### src/rtl/i2c_host_regs_pkg.sv
package i2c_host_regs_pkg;

   // word offsets seen by the host
   localparam int OFF_DIV  = 0;
   localparam int OFF_CTL  = 1;
   localparam int OFF_CMD  = 2;
   localparam int OFF_STAT = 3;
   localparam int OFF_TXQ  = 4;
   localparam int OFF_RXQ  = 5;
   localparam int OFF_QCTL = 6;
   localparam int OFF_TGT  = 10;
   localparam int OFF_QCNT = 12;
   localparam int OFF_IEN  = 13;
   localparam int OFF_IST  = 14;

   // status / enable bit positions
   localparam int IB_BUS_ERR   = 0;
   localparam int IB_RX_HI     = 2;
   localparam int IB_TX_EMPTY  = 3;
   localparam int IB_Q_FULL    = 4;
   localparam int IB_ARB_LOST  = 11;
   localparam int IB_DONE      = 12;
   localparam int IB_ADDR_ACK  = 13;
   localparam int IB_ADDR_NACK = 25;

   localparam logic [31:0] IRQ_IMPL =
      (32'd1 << IB_BUS_ERR)  | (32'd1 << IB_RX_HI)    | (32'd1 << IB_TX_EMPTY) |
      (32'd1 << IB_Q_FULL)   | (32'd1 << IB_ARB_LOST) | (32'd1 << IB_DONE)     |
      (32'd1 << IB_ADDR_ACK) | (32'd1 << IB_ADDR_NACK);

   // control word fields
   localparam int CB_TEN    = 0;
   localparam int CB_RD     = 1;
   localparam int CB_MASTER = 4;
   localparam int CB_EN     = 6;
   localparam int CB_SRST   = 8;
   localparam int CB_LEN_LO = 16;
   localparam int LEN_W     = 16;

   // queue control fields
   localparam int QB_LO_LO  = 0;
   localparam int QB_HI_LO  = 8;
   localparam int QB_FLUSH  = 16;
   localparam int THR_W     = 8;

endpackage

### src/rtl/i2c_host_byte_fifo.sv
module i2c_host_byte_fifo #(
   parameter int DEPTH = 128,
   parameter int DW    = 8
) (
   input  logic                        clk,
   input  logic                        rst_n,
   input  logic                        flush,
   input  logic                        push,
   input  logic [DW-1:0]               wdata,
   input  logic                        pop,
   output logic [DW-1:0]               head,
   output logic [$clog2(DEPTH+1)-1:0]  count
);
   localparam int PTR_W = (DEPTH > 1) ? $clog2(DEPTH) : 1;
   localparam int CNT_W = $clog2(DEPTH+1);

   if (DEPTH < 2) begin : g_depth_chk
      $error("i2c_host_byte_fifo: DEPTH must be at least 2");
   end

   logic [DW-1:0]    mem [DEPTH];
   logic [PTR_W-1:0] wptr, rptr, wptr_nx, rptr_nx;
   logic [CNT_W-1:0] cnt;
   logic             do_push, do_pop;

   assign do_push = push && !flush && (cnt != CNT_W'(DEPTH));
   assign do_pop  = pop  && !flush && (cnt != '0);

   // pointer wrap: free for a power-of-two depth, compare otherwise
   if ((DEPTH & (DEPTH - 1)) == 0) begin : g_wrap_pow2
      assign wptr_nx = wptr + 1'b1;
      assign rptr_nx = rptr + 1'b1;
   end else begin : g_wrap_cmp
      assign wptr_nx = (wptr == PTR_W'(DEPTH - 1)) ? '0 : wptr + 1'b1;
      assign rptr_nx = (rptr == PTR_W'(DEPTH - 1)) ? '0 : rptr + 1'b1;
   end

   always_ff @(posedge clk) begin
      if (do_push) mem[wptr] <= wdata;
   end

   always_ff @(posedge clk or negedge rst_n) begin
      if (!rst_n) begin
         wptr <= '0;
         rptr <= '0;
         cnt  <= '0;
      end else if (flush) begin
         wptr <= '0;
         rptr <= '0;
         cnt  <= '0;
      end else begin
         if (do_push) wptr <= wptr_nx;
         if (do_pop)  rptr <= rptr_nx;
         case ({do_push, do_pop})
            2'b10:   cnt <= cnt + 1'b1;
            2'b01:   cnt <= cnt - 1'b1;
            default: cnt <= cnt;
         endcase
      end
   end

   assign head  = mem[rptr];
   assign count = cnt;


   fifo_bound_chk: assert property (@(posedge clk) disable iff (!rst_n)
      cnt <= CNT_W'(DEPTH));


   empty_pop_chk: assert property (@(posedge clk) disable iff (!rst_n)
      (pop && (cnt == '0) && !push && !flush) |=> (cnt == '0));


   flush_empty_chk: assert property (@(posedge clk) disable iff (!rst_n)
      flush |=> (cnt == '0));

endmodule

### src/rtl/i2c_host_irq_status.sv
module i2c_host_irq_status #(
   parameter int          W    = 32,
   parameter logic [31:0] IMPL = 32'hFFFF_FFFF
) (
   input  logic         clk,
   input  logic         rst_n,
   input  logic         soft_clr,
   input  logic [W-1:0] set_vec,
   input  logic         clr_we,
   input  logic [W-1:0] clr_mask,
   input  logic         en_we,
   input  logic [W-1:0] en_din,
   output logic [W-1:0] status,
   output logic [W-1:0] enable,
   output logic         irq
);
   if (W < 1 || W > 32) begin : g_w_chk
      $error("i2c_host_irq_status: W must be 1..32");
   end

   localparam logic [W-1:0] MASK = IMPL[W-1:0];

   logic [W-1:0] st_q, en_q, st_d, clr_eff;

   assign clr_eff = clr_we ? clr_mask : '0;

   // set outranks a same-cycle clear; soft clear outranks both
   always_comb begin
      if (soft_clr) st_d = '0;
      else          st_d = ((st_q & ~clr_eff) | set_vec) & MASK;
   end

   always_ff @(posedge clk or negedge rst_n) begin
      if (!rst_n) begin
         st_q <= '0;
         en_q <= '0;
      end else begin
         st_q <= st_d;
         if (en_we) en_q <= en_din & MASK;
      end
   end

   assign status = st_q;
   assign enable = en_q;
   assign irq    = |(st_q & en_q);


   w1c_clear_chk: assert property (@(posedge clk) disable iff (!rst_n)
      (clr_we && !soft_clr) |=> ((status & $past(clr_mask & ~set_vec)) == '0));


   set_sticky_chk: assert property (@(posedge clk) disable iff (!rst_n)
      (!soft_clr && (|(set_vec & MASK))) |=>
      ((status & $past(set_vec & MASK)) == $past(set_vec & MASK)));


   soft_clear_chk: assert property (@(posedge clk) disable iff (!rst_n)
      soft_clr |=> (status == '0));

endmodule

### src/rtl/i2c_host_regs.sv
module i2c_host_regs
   import i2c_host_regs_pkg::*;
#(
   parameter int FIFO_DEPTH = 128,
   parameter int ADDR_W     = 5,
   parameter int DIV_W      = 16,
   parameter int TGT_W      = 10
) (
   input  logic              clk,
   input  logic              rst_n,
   input  logic              hst_sel,
   input  logic              hst_wr,
   input  logic [ADDR_W-1:0] hst_addr,
   input  logic [31:0]       hst_wdata,
   output logic [31:0]       hst_rdata,
   input  logic              eng_busy,
   input  logic              eng_tx_pop,
   output logic [7:0]        eng_tx_data,
   output logic              eng_tx_valid,
   input  logic              eng_rx_push,
   input  logic [7:0]        eng_rx_data,
   input  logic              evt_bus_err,
   input  logic              evt_arb_lost,
   input  logic              evt_done,
   input  logic              evt_addr_ack,
   input  logic              evt_addr_nack,
   output logic [31:0]       ctl_word,
   output logic [7:0]        cmd_word,
   output logic              cmd_go,
   output logic [DIV_W-1:0]  div_word,
   output logic [TGT_W-1:0]  tgt_word,
   output logic              irq
);
   localparam int CNT_W = $clog2(FIFO_DEPTH + 1);
   localparam int CMP_W = (CNT_W > THR_W) ? CNT_W + 1 : THR_W + 1;

   if (FIFO_DEPTH < 2 || FIFO_DEPTH > 255) begin : g_depth_chk
      $error("i2c_host_regs: FIFO_DEPTH must be 2..255");
   end
   if (ADDR_W < 4) begin : g_addr_chk
      $error("i2c_host_regs: ADDR_W must reach offset 0xE");
   end
   if (DIV_W < 1 || DIV_W > 32) begin : g_div_chk
      $error("i2c_host_regs: DIV_W must be 1..32");
   end
   if (TGT_W < 7 || TGT_W > 16) begin : g_tgt_chk
      $error("i2c_host_regs: TGT_W must be 7..16");
   end

   // ---------------- decode ----------------
   logic wr_hit, rd_hit;
   logic we_div, we_ctl, we_cmd, we_txq, we_qctl, we_tgt, we_ien, we_ist;
   logic rd_rxq;

   assign wr_hit  = hst_sel &&  hst_wr;
   assign rd_hit  = hst_sel && !hst_wr;
   assign we_div  = wr_hit && (hst_addr == ADDR_W'(OFF_DIV));
   assign we_ctl  = wr_hit && (hst_addr == ADDR_W'(OFF_CTL));
   assign we_cmd  = wr_hit && (hst_addr == ADDR_W'(OFF_CMD));
   assign we_txq  = wr_hit && (hst_addr == ADDR_W'(OFF_TXQ));
   assign we_qctl = wr_hit && (hst_addr == ADDR_W'(OFF_QCTL));
   assign we_tgt  = wr_hit && (hst_addr == ADDR_W'(OFF_TGT));
   assign we_ien  = wr_hit && (hst_addr == ADDR_W'(OFF_IEN));
   assign we_ist  = wr_hit && (hst_addr == ADDR_W'(OFF_IST));
   assign rd_rxq  = rd_hit && (hst_addr == ADDR_W'(OFF_RXQ));

   logic soft_rst, q_flush;
   assign soft_rst = we_ctl  && hst_wdata[CB_SRST];
   assign q_flush  = soft_rst || (we_qctl && hst_wdata[QB_FLUSH]);

   // ---------------- configuration registers ----------------
   logic [DIV_W-1:0] div_q;
   logic [LEN_W-1:0] len_q;
   logic             en_q, master_q, rd_q, ten_q;
   logic [7:0]       cmd_q;
   logic             go_q;
   logic [TGT_W-1:0] tgt_q;
   logic [THR_W-1:0] hi_q, lo_q;

   always_ff @(posedge clk or negedge rst_n) begin
      if (!rst_n) begin
         div_q    <= '0;
         len_q    <= '0;
         en_q     <= 1'b0;
         master_q <= 1'b0;
         rd_q     <= 1'b0;
         ten_q    <= 1'b0;
         cmd_q    <= '0;
         go_q     <= 1'b0;
         tgt_q    <= '0;
         hi_q     <= THR_W'(FIFO_DEPTH);
         lo_q     <= '0;
      end else begin
         go_q <= we_cmd;
         if (we_div) div_q <= hst_wdata[DIV_W-1:0];
         if (we_ctl) begin
            len_q    <= hst_wdata[CB_LEN_LO +: LEN_W];
            en_q     <= hst_wdata[CB_EN];
            master_q <= hst_wdata[CB_MASTER];
            rd_q     <= hst_wdata[CB_RD];
            ten_q    <= hst_wdata[CB_TEN];
         end
         if (we_cmd)  cmd_q <= hst_wdata[7:0];
         if (we_tgt)  tgt_q <= hst_wdata[TGT_W-1:0];
         if (we_qctl) begin
            hi_q <= hst_wdata[QB_HI_LO +: THR_W];
            lo_q <= hst_wdata[QB_LO_LO +: THR_W];
         end
      end
   end

   always_comb begin
      ctl_word            = '0;
      ctl_word[CB_LEN_LO +: LEN_W] = len_q;
      ctl_word[CB_EN]     = en_q;
      ctl_word[CB_MASTER] = master_q;
      ctl_word[CB_RD]     = rd_q;
      ctl_word[CB_TEN]    = ten_q;
   end

   assign div_word = div_q;
   assign cmd_word = cmd_q;
   assign cmd_go   = go_q;
   assign tgt_word = tgt_q;

   // ---------------- byte queues ----------------
   logic [CNT_W-1:0] tx_cnt, rx_cnt;
   logic [7:0]       tx_head, rx_head;

   i2c_host_byte_fifo #(.DEPTH(FIFO_DEPTH), .DW(8)) u_txq (
      .clk   (clk),
      .rst_n (rst_n),
      .flush (q_flush),
      .push  (we_txq),
      .wdata (hst_wdata[7:0]),
      .pop   (eng_tx_pop),
      .head  (tx_head),
      .count (tx_cnt)
   );

   i2c_host_byte_fifo #(.DEPTH(FIFO_DEPTH), .DW(8)) u_rxq (
      .clk   (clk),
      .rst_n (rst_n),
      .flush (q_flush),
      .push  (eng_rx_push),
      .wdata (eng_rx_data),
      .pop   (rd_rxq),
      .head  (rx_head),
      .count (rx_cnt)
   );

   assign eng_tx_data  = tx_head;
   assign eng_tx_valid = (tx_cnt != '0);

   // ---------------- status sources ----------------
   logic        tx_last_out, rx_at_hi, any_full;
   logic [31:0] set_vec, ist, ien;

   assign tx_last_out = eng_tx_pop && (tx_cnt == CNT_W'(1)) && !we_txq && !q_flush;
   assign rx_at_hi    = CMP_W'(rx_cnt) >= CMP_W'(hi_q);
   assign any_full    = (tx_cnt == CNT_W'(FIFO_DEPTH)) || (rx_cnt == CNT_W'(FIFO_DEPTH));

   always_comb begin
      set_vec               = '0;
      set_vec[IB_BUS_ERR]   = evt_bus_err;
      set_vec[IB_RX_HI]     = rx_at_hi;
      set_vec[IB_TX_EMPTY]  = tx_last_out;
      set_vec[IB_Q_FULL]    = any_full;
      set_vec[IB_ARB_LOST]  = evt_arb_lost;
      set_vec[IB_DONE]      = evt_done;
      set_vec[IB_ADDR_ACK]  = evt_addr_ack;
      set_vec[IB_ADDR_NACK] = evt_addr_nack;
   end

   i2c_host_irq_status #(.W(32), .IMPL(IRQ_IMPL)) u_irq (
      .clk      (clk),
      .rst_n    (rst_n),
      .soft_clr (soft_rst),
      .set_vec  (set_vec),
      .clr_we   (we_ist),
      .clr_mask (hst_wdata),
      .en_we    (we_ien),
      .en_din   (hst_wdata),
      .status   (ist),
      .enable   (ien),
      .irq      (irq)
   );

   // ---------------- read mux ----------------
   always_comb begin
      hst_rdata = '0;
      if (rd_hit) begin
         case (hst_addr)
            ADDR_W'(OFF_DIV):  hst_rdata = 32'(div_q);
            ADDR_W'(OFF_CTL):  hst_rdata = ctl_word;
            ADDR_W'(OFF_CMD):  hst_rdata = {24'd0, cmd_q};
            ADDR_W'(OFF_STAT): hst_rdata = {31'd0, eng_busy};
            ADDR_W'(OFF_RXQ):  hst_rdata = {24'd0, (rx_cnt != '0) ? rx_head : 8'd0};
            ADDR_W'(OFF_QCTL): hst_rdata = {16'd0, hi_q, lo_q};
            ADDR_W'(OFF_TGT):  hst_rdata = 32'(tgt_q);
            ADDR_W'(OFF_QCNT): hst_rdata = 32'(rx_cnt);
            ADDR_W'(OFF_IEN):  hst_rdata = ien;
            ADDR_W'(OFF_IST):  hst_rdata = ist;
            default:           hst_rdata = '0;
         endcase
      end
   end


   cmd_pulse_chk: assert property (@(posedge clk) disable iff (!rst_n)
      we_cmd |=> (cmd_go && (cmd_word == $past(hst_wdata[7:0]))));


   rx_pop_chk: assert property (@(posedge clk) disable iff (!rst_n)
      (rd_rxq && (rx_cnt != '0) && !eng_rx_push && !q_flush) |=>
      (rx_cnt == $past(rx_cnt) - 1'b1));

endmodule

### config.mk
export PLATFORM = sky130hd
export DESIGN_NAME = i2c_host_regs
export DESIGN_NICKNAME = d
export VERILOG_FILES = /design/src/rtl/i2c_host_regs_pkg.sv /design/src/rtl/i2c_host_byte_fifo.sv /design/src/rtl/i2c_host_irq_status.sv /design/src/rtl/i2c_host_regs.sv
export SDC_FILE = /design/constraint.sdc
export NUM_CORES = 2
export LEC_CHECK = 0
export BUFFER_PORTS_ARGS = -buffer_cell sky130_fd_sc_hd__buf_2
export CAP_MARGIN = 20
export CORE_AREA = 2 2 418 420
export CTS_BUF_LIST = sky130_fd_sc_hd__clkbuf_8
export DETAILED_ROUTE_END_ITERATION = 7
export DIE_AREA = 0 0 420 422
export GPL_ROUTABILITY_DRIVEN = 0
export PLACE_DENSITY = 0.62
export SLEW_MARGIN = 20
export SYNTH_ARGS = -nofsm -noshare
export SYNTH_HDL_FRONTEND = slang
export SYNTH_SLANG_ARGS = --single-unit
### constraint.sdc
create_clock -name clk -period 7.1 [get_ports clk]
set_input_delay 0.71 -clock clk [delete_from_list [all_inputs] [get_ports clk]]
set_output_delay 0.71 -clock clk [all_outputs]
set_load 0.01 [all_outputs]
# ---- After elaboration in Yosys (flattened, before gate mapping)
# Memories as Yosys holds them, arrays and structs flattened.
# Index checks and enable logic that the tools add are counted.
dict set report classes {
  bitwise 4
  order_cmp 1
  n_mux 21
  reduce_logical 39
  add_sub_neg 8
  eq_ne 19
}
# cell count
set ops {}
lappend ops {{$pmux 32 s10} 1}
lappend ops {{$mux 7} 8}
lappend ops {{$and 26x26->26} 2}
lappend ops {{$mux 26} 2}
lappend ops {{$mux 32} 1}
lappend ops {{$pmux 8 s2} 2}
lappend ops {{$reduce_or 32->1} 1}
lappend ops {{$add 7x1->7 const B} 4}
lappend ops {{$not 26->26} 1}
lappend ops {{$or 26x26->26} 1}
lappend ops {{$logic_and 1x1->1} 24}
lappend ops {{$mux 8} 3}
lappend ops {{$eq 5x4->1 const B} 4}
lappend ops {{$add 8x1->8 const B} 2}
lappend ops {{$eq 8x8->1 const B} 2}
lappend ops {{$ne 8x8->1 const B} 2}
lappend ops {{$reduce_bool 8->1} 2}
lappend ops {{$sub 8x1->8 const B} 2}
lappend ops {{$eq 5x3->1 const B} 3}
lappend ops {{$eq 5x2->1 const B} 2}
lappend ops {{$eq 8x1->1 const B} 1}
lappend ops {{$ge 8x8->1} 1}
lappend ops {{$reduce_bool 2->1} 4}
lappend ops {{$reduce_bool 3->1} 2}
lappend ops {{other kinds (7)} 15}
dict set report totals {
  in_bits 57
  mem_count 2
  out_inout_bits 109
  regBits 149
  ram_bits 2048
}
# name words width rd rd_ports_with_merged_regs write_ports line
set mem_list {}
lappend mem_list {u_rxq.mem 128 8 1 0 1 i2c_host_byte_fifo.sv:21} ;# logic [DW-1:0] mem [DEPTH];
lappend mem_list {u_txq.mem 128 8 1 0 1 i2c_host_byte_fifo.sv:21}

# ---- Logic depth before layout (Yosys ltp)
dict set report depth {
  ltp_word 10
  depth_mapped 13
}

# ---- Hierarchy
# From an unflattened synthesis, not the netlist that was laid out.
dict set report hier_totals {
  hier_cells 4550
  hier_area_um2 87290.0
}
# mod instances cells_each area_per_inst_um2 seq_area_each_um2
set by_module_without_submodules {}
lappend by_module_without_submodules {{i2c_host_byte_fifo (u_rxq)} 1 2034 41050.6 31300.0}
lappend by_module_without_submodules {{i2c_host_byte_fifo (u_txq)} 1 2041 40958.0 31300.0}
lappend by_module_without_submodules {i2c_host_regs 1 380 4209.0 1778.0}
lappend by_module_without_submodules {i2c_host_irq_status 1 95 1072.3 400.4}

# ---- Worst setup path after synthesis
# OpenSTA, ideal clock, no wires.
dict set report synth_path {
  path_type {input to register}
  from {input port hst_addr[3]}
  to {register u_rxq.cnt[6] (netlist: u_rxq.count[6])}
  stages 12
  arrival_time_ps 3445
  path_slack_ps 3579
  path_cell_list {clkbuf_1 -> or3b_1 -> nor3_2 -> nand3_1 -> xnor2_1 -> ha_1 -> or2_2 -> a41oi_1 -> o31ai_1 -> mux2i_1 -> or4_1 -> o21ai_1}
}
dict set report synth_between {
  elab_chain_cells 10
  word_cells_on_any_way 19
  classes_between {5 x eq/ne; 2 x mux; 12 x reduce/logical}
}
# element line
set synth_lines {}
lappend synth_lines {{start: declaration} i2c_host_regs.sv:13} ;# input logic [ADDR_W-1:0] hst_addr,
lappend synth_lines {{$eq 5x1->1 / $eq 5x3->1 (equally long branches)} {i2c_host_regs.sv:58, i2c_host_regs.sv:61}}
lappend synth_lines {{$logic_and 1x1->1, on equally long branches} {i2c_host_regs.sv:58, i2c_host_regs.sv:61}}
lappend synth_lines {{$logic_and 1x1->1, on equally long branches} {i2c_host_regs.sv:68, i2c_host_regs.sv:69}}
lappend synth_lines {{$logic_or 1x1->1} i2c_host_regs.sv:69} ;# assign q_flush = soft_rst || (we_qctl && hst_wdata[QB_FLUSH]);
lappend synth_lines {{$logic_not 1->1} {i2c_host_byte_fifo.sv:26, i2c_host_byte_fifo.sv:27}}
lappend synth_lines {{$logic_and 1x1->1, on equally long branches (2 in series)} {i2c_host_byte_fifo.sv:27, i2c_host_byte_fifo.sv:26}}
lappend synth_lines {{$eq 2x1->1 / $eq 2x2->1 (equally long branches)} i2c_host_byte_fifo.sv:54} ;# case ({do_push, do_pop})
lappend synth_lines {{$pmux 8 s2} i2c_host_byte_fifo.sv:54}
lappend synth_lines {{$mux 8} i2c_host_byte_fifo.sv:47} ;# end else if (flush) begin
lappend synth_lines {{end signal: assignment} i2c_host_byte_fifo.sv:55} ;# 2'b10: cnt <= cnt + 1'b1;
lappend synth_lines {{end signal: assignment} i2c_host_byte_fifo.sv:56} ;# 2'b01: cnt <= cnt - 1'b1;
lappend synth_lines {{end signal: assignment} i2c_host_byte_fifo.sv:57} ;# default: cnt <= cnt;
lappend synth_lines {{end: declaration} i2c_host_byte_fifo.sv:23} ;# logic [CNT_W-1:0] cnt;
# Several ways; a longest one is shown, not always the timed one.
# A chain may end at the register's enable or synchronous reset.

# ---- Final worst setup path
dict set report layout_path {
  from {register u_rxq.rptr[0]}
  to {output port hst_rdata[1]}
}
dict set report layout_between {
  elab_chain_cells 4
}
# element line
set layout_lines {}
lappend layout_lines {{start: declaration} i2c_host_byte_fifo.sv:22} ;# logic [PTR_W-1:0] wptr, rptr, wptr_nx, rptr_nx;
lappend layout_lines {{start signal: assignment} i2c_host_byte_fifo.sv:53} ;# if (do_pop) rptr <= rptr_nx;
lappend layout_lines {{$mem_v2 128x8} --}
lappend layout_lines {{$mux 8} i2c_host_regs.sv:198} ;# ADDR_W'(OFF_RXQ): hst_rdata = {24'd0, (rx_cnt != '0) ? rx_head : 8'd0};
lappend layout_lines {{$pmux 32 s10} i2c_host_regs.sv:193} ;# case (hst_addr)
lappend layout_lines {{$mux 32} i2c_host_regs.sv:192} ;# if (rd_hit) begin
lappend layout_lines {{end: declaration} i2c_host_regs.sv:15} ;# output logic [31:0] hst_rdata,
# Every way passes these cells.

==> run_results.csv <==
group,metric,value,unit
cts,postCtsSetupBuffers,0,
setup_path,crit_fanout,33,
power,cellPowerDensity,324,nW/um^2
setup_path,crit_path_frequent_cell,"buf_4",
timing,hold_viol,0,
setup_path,crit_buf_inv,3,
timing,slew_violations,0,
power,peakVddDrop,0.000274,V
timing,relSlewSlack,23.6,%
cts,cts_resized,0,
synth,yosys.area.top_type_share,71.5,%
synth,yosys.area.top_type,"edfxtp_1",
placement,dp_hpwl,125000,um
cts,htree_num_levels,5,
floorplan,core,173000,sq um
setup_path,cp_top_family,"compound AO/OA/AOI/OAI gates",
detailed_routing,via_per_inst,6.01,
outcome,status,"complete, no violations",
global_route,grt_pass1_wl,307000,um
synth,synth_flop_cell,"edfxtp_1",
setup_path,cp.arrival,5.11,ns
cts,cts_buffers,365,
timing,rsz0062_at_grt,"no",
detailed_routing,vias,43115,
detailed_routing,dr.first_iter.drc_count,4712,
synth,async_reset_ff_share,6.01,%
synth,yosysMostFrequentCell,"edfxtp_1",
synth,synth.area.top_cells,"edfxtp_1 (72%), mux4_2 (15%), dfrtp_1 (3.8%)",
power,p_leak,30.9,nW
timing,fin_skew,0.0856,ns
final_layout,final_nets,4648,
global_route,grt_max_degree,108,
cts,clockRootBuffer,"clkbuf_8",
final_layout,syn2layout_area_growth,11.9,%
setup_path,crit_required,6.39,ns
global_route,antenna_found_initial,4,
synth,ys_seq_area_share,75.3,%
cts,clk_latency,1.06,ns
setup_path,crit_path_max_incr_delay,0.91,ns
placement,port_buffers,153,
synth,yosysWarnings,0,
detailed_routing,drc,0,
floorplan,die_w,420,um
detailed_routing,drt_first_pass_iters,7,
setup_path,start_kind,"flop",
detailed_routing,wl,210000,um
floorplan,row_count,153,
synth,synthDistinctLibCells,72,
timing,maxClockFrequency,0.172,GHz
synth,syn_area_per_cell,20.6,sq um
global_route,grtUsageTotal,23.8,%
floorplan,ios,166,
timing,min_period_over_period,81.9,%
setup_path,cp-end-kind,"output port",
synth,synth_seq_cells,2179,
detailed_routing,drtAntennaViolNets,0,
final_layout,drive_gt1_share,28.4,%
setup_path,worst-setup-path-type,"reg -> out",
detailed_routing,wire_per_inst,29.2,um
floorplan,die_area,177000,sq um
cts,cts_tree,"done",
cts,clk_pin_slew,0.07,ns
setup_path,cp.depth,10,
global_route,gr-total-overflow,0,
timing,timing.final.crit_period,5.82,ns
floorplan,fp.dieH,422,um
global_route,grt_pass1_vias,43953,
cts,clockBufferDepth,4,
min_path,min_path_cells,5,
setup_path,crit_slowest_cell,"dfrtp_4",
timing,tns,0,ns
timing,worst_slew_pin_slew,1.14,ns
cts,cts.sinks,2179,
setup_path,r2r_cells,8,
timing,setup_viol,0,
synth,synth_edf_count,2048,
setup_path,crit_chain,"buf_4, mux4_2, nor2b_1, a211oi_1, a31oi_1, a22o_1, o311ai_0, buf_4, a21oi_1, buf_2",
final_layout,fin_util,55.7,%
cts,hold_buffers,35,
synth,syn_inst,4167,
run,max-cap-violations,0,
floorplan,initial_core_util,49.7,%
synth,netlist_area,86000,sq um
min_path,hp-class,"in -> reg",
synth,netlist_top_cells_count,"edfxtp_1 (2048), mux4_2 (566), nor2_1 (333)",
-- cell type report --
class	instances	area, sq um
Sequential cell	2179	64800
Clock buffer	376	5170
Tap cell	2325	2910
Antenna cell	7	17.5
Timing Repair Buffer	268	1860
Multi-Input combinational cell	1736	20100
Fill cell	13148	76600
Clock inverter	257	1240
Inverter	24	90.1
-- final timing paths --
| path | from | endpoint | slack, ns |
|---|---|---|---|
| max in group asynchronous | rst_n | u_txq.rptr[3] | 5.40 |
| worst max-delay path | u_rxq.rptr[0] | hst_rdata[1] | 1.28 |
| worst max register to register | u_txq.count[0] | u_txq.mem[75][0] | 3.12 |
| min in group asynchronous | rst_n | len_q[6] | 0.26 |
| worst min-delay path | eng_tx_pop | u_irq.status[3] | 0.14 |
| worst min register to register | lo_q[0] | lo_q[0] | 0.51 |
-- flip-flops by register name (all words and copies together) (netlist names), 7 cells and up --
signal        cells
len_q            16
u_rxq.mem      1024
u_rxq.count       8
lo_q              8
hi_q              8
u_irq.enable      8
div_word         16
u_txq.count       8
u_irq.status      8
cmd_word          8
u_txq.rptr        7
u_rxq.wptr        7
tgt_word         10
u_txq.mem      1024
u_rxq.rptr        7
u_txq.wptr        7
-- per-stage QoR --
step	power, W	setup WS [ns]	hold slack [ns]	instance area (sq um)	instances
after floorplan	0.0192	3.58	0.414	86000	4178
after global placement	0.0215	2.32	0.488	89400	6497
after detailed placement	0.0215	2.31	0.495	89400	6497
after CTS	0.0315	1.17	0.0518	96200	7165
after global routing	0.0324	0.959	0.0828	96200	7171
final	0.0312	1.28	0.143	96200	7172
-- cell families after synthesis --
kind of cell    share of synthesized area, %
compound gates                          2.55
simple gates                            3.29
fa+ha+maj                              0.247
flops                                   75.3
buf+inv                                 1.40
mux                                     16.9
xor+xnor                               0.295
other cells                          0.00436
-- report_power, final --
group | total (W) | internal, W | switching (W)
combinational | 0.00643 | 0.00298 | 0.00345
sequential | 0.0148 | 0.0143 | 0.000477
clock | 0.0100 | 0.00514 | 0.00486
total | 0.0312 | 0.0224 | 0.00879
-- worst min-delay path, cell delays in order --
cell and delay (ns):
buf_2 0.11, nand4_1 0.09, nor3_1 0.08, a21oi_1 0.12
nor2_1 0.05
-- layout by cell type (no fill, tap or decap), drive strengths merged, types with 13 or more instances in the layout --
cell type	n
clkbuf	376
nor3	29
mux2	105
and2	24
nor2	333
nand2	115
dlygate4sd3	35
a211oi	16
o21ai	32
nand3	35
inv	146
xnor2	15
mux2i	58
a31oi	13
mux4	566
ha	17
nor2b	32
a22oi	80
a21oi	49
o22ai	22
edfxtp	2048
buf	233
dfrtp	130
clkinv	121
a221oi	17
xor2	14
-- metal layers --
layer  track usage [%]  wire length (um)  vias up
met2              38.1            104000     1779
met3              4.46             14700      380
li1                  -                 -    18109
met5                 0                 0        -
met4              7.06              5380        0
met1              33.5             85700    22847
(Power assumes the default switching activity.)
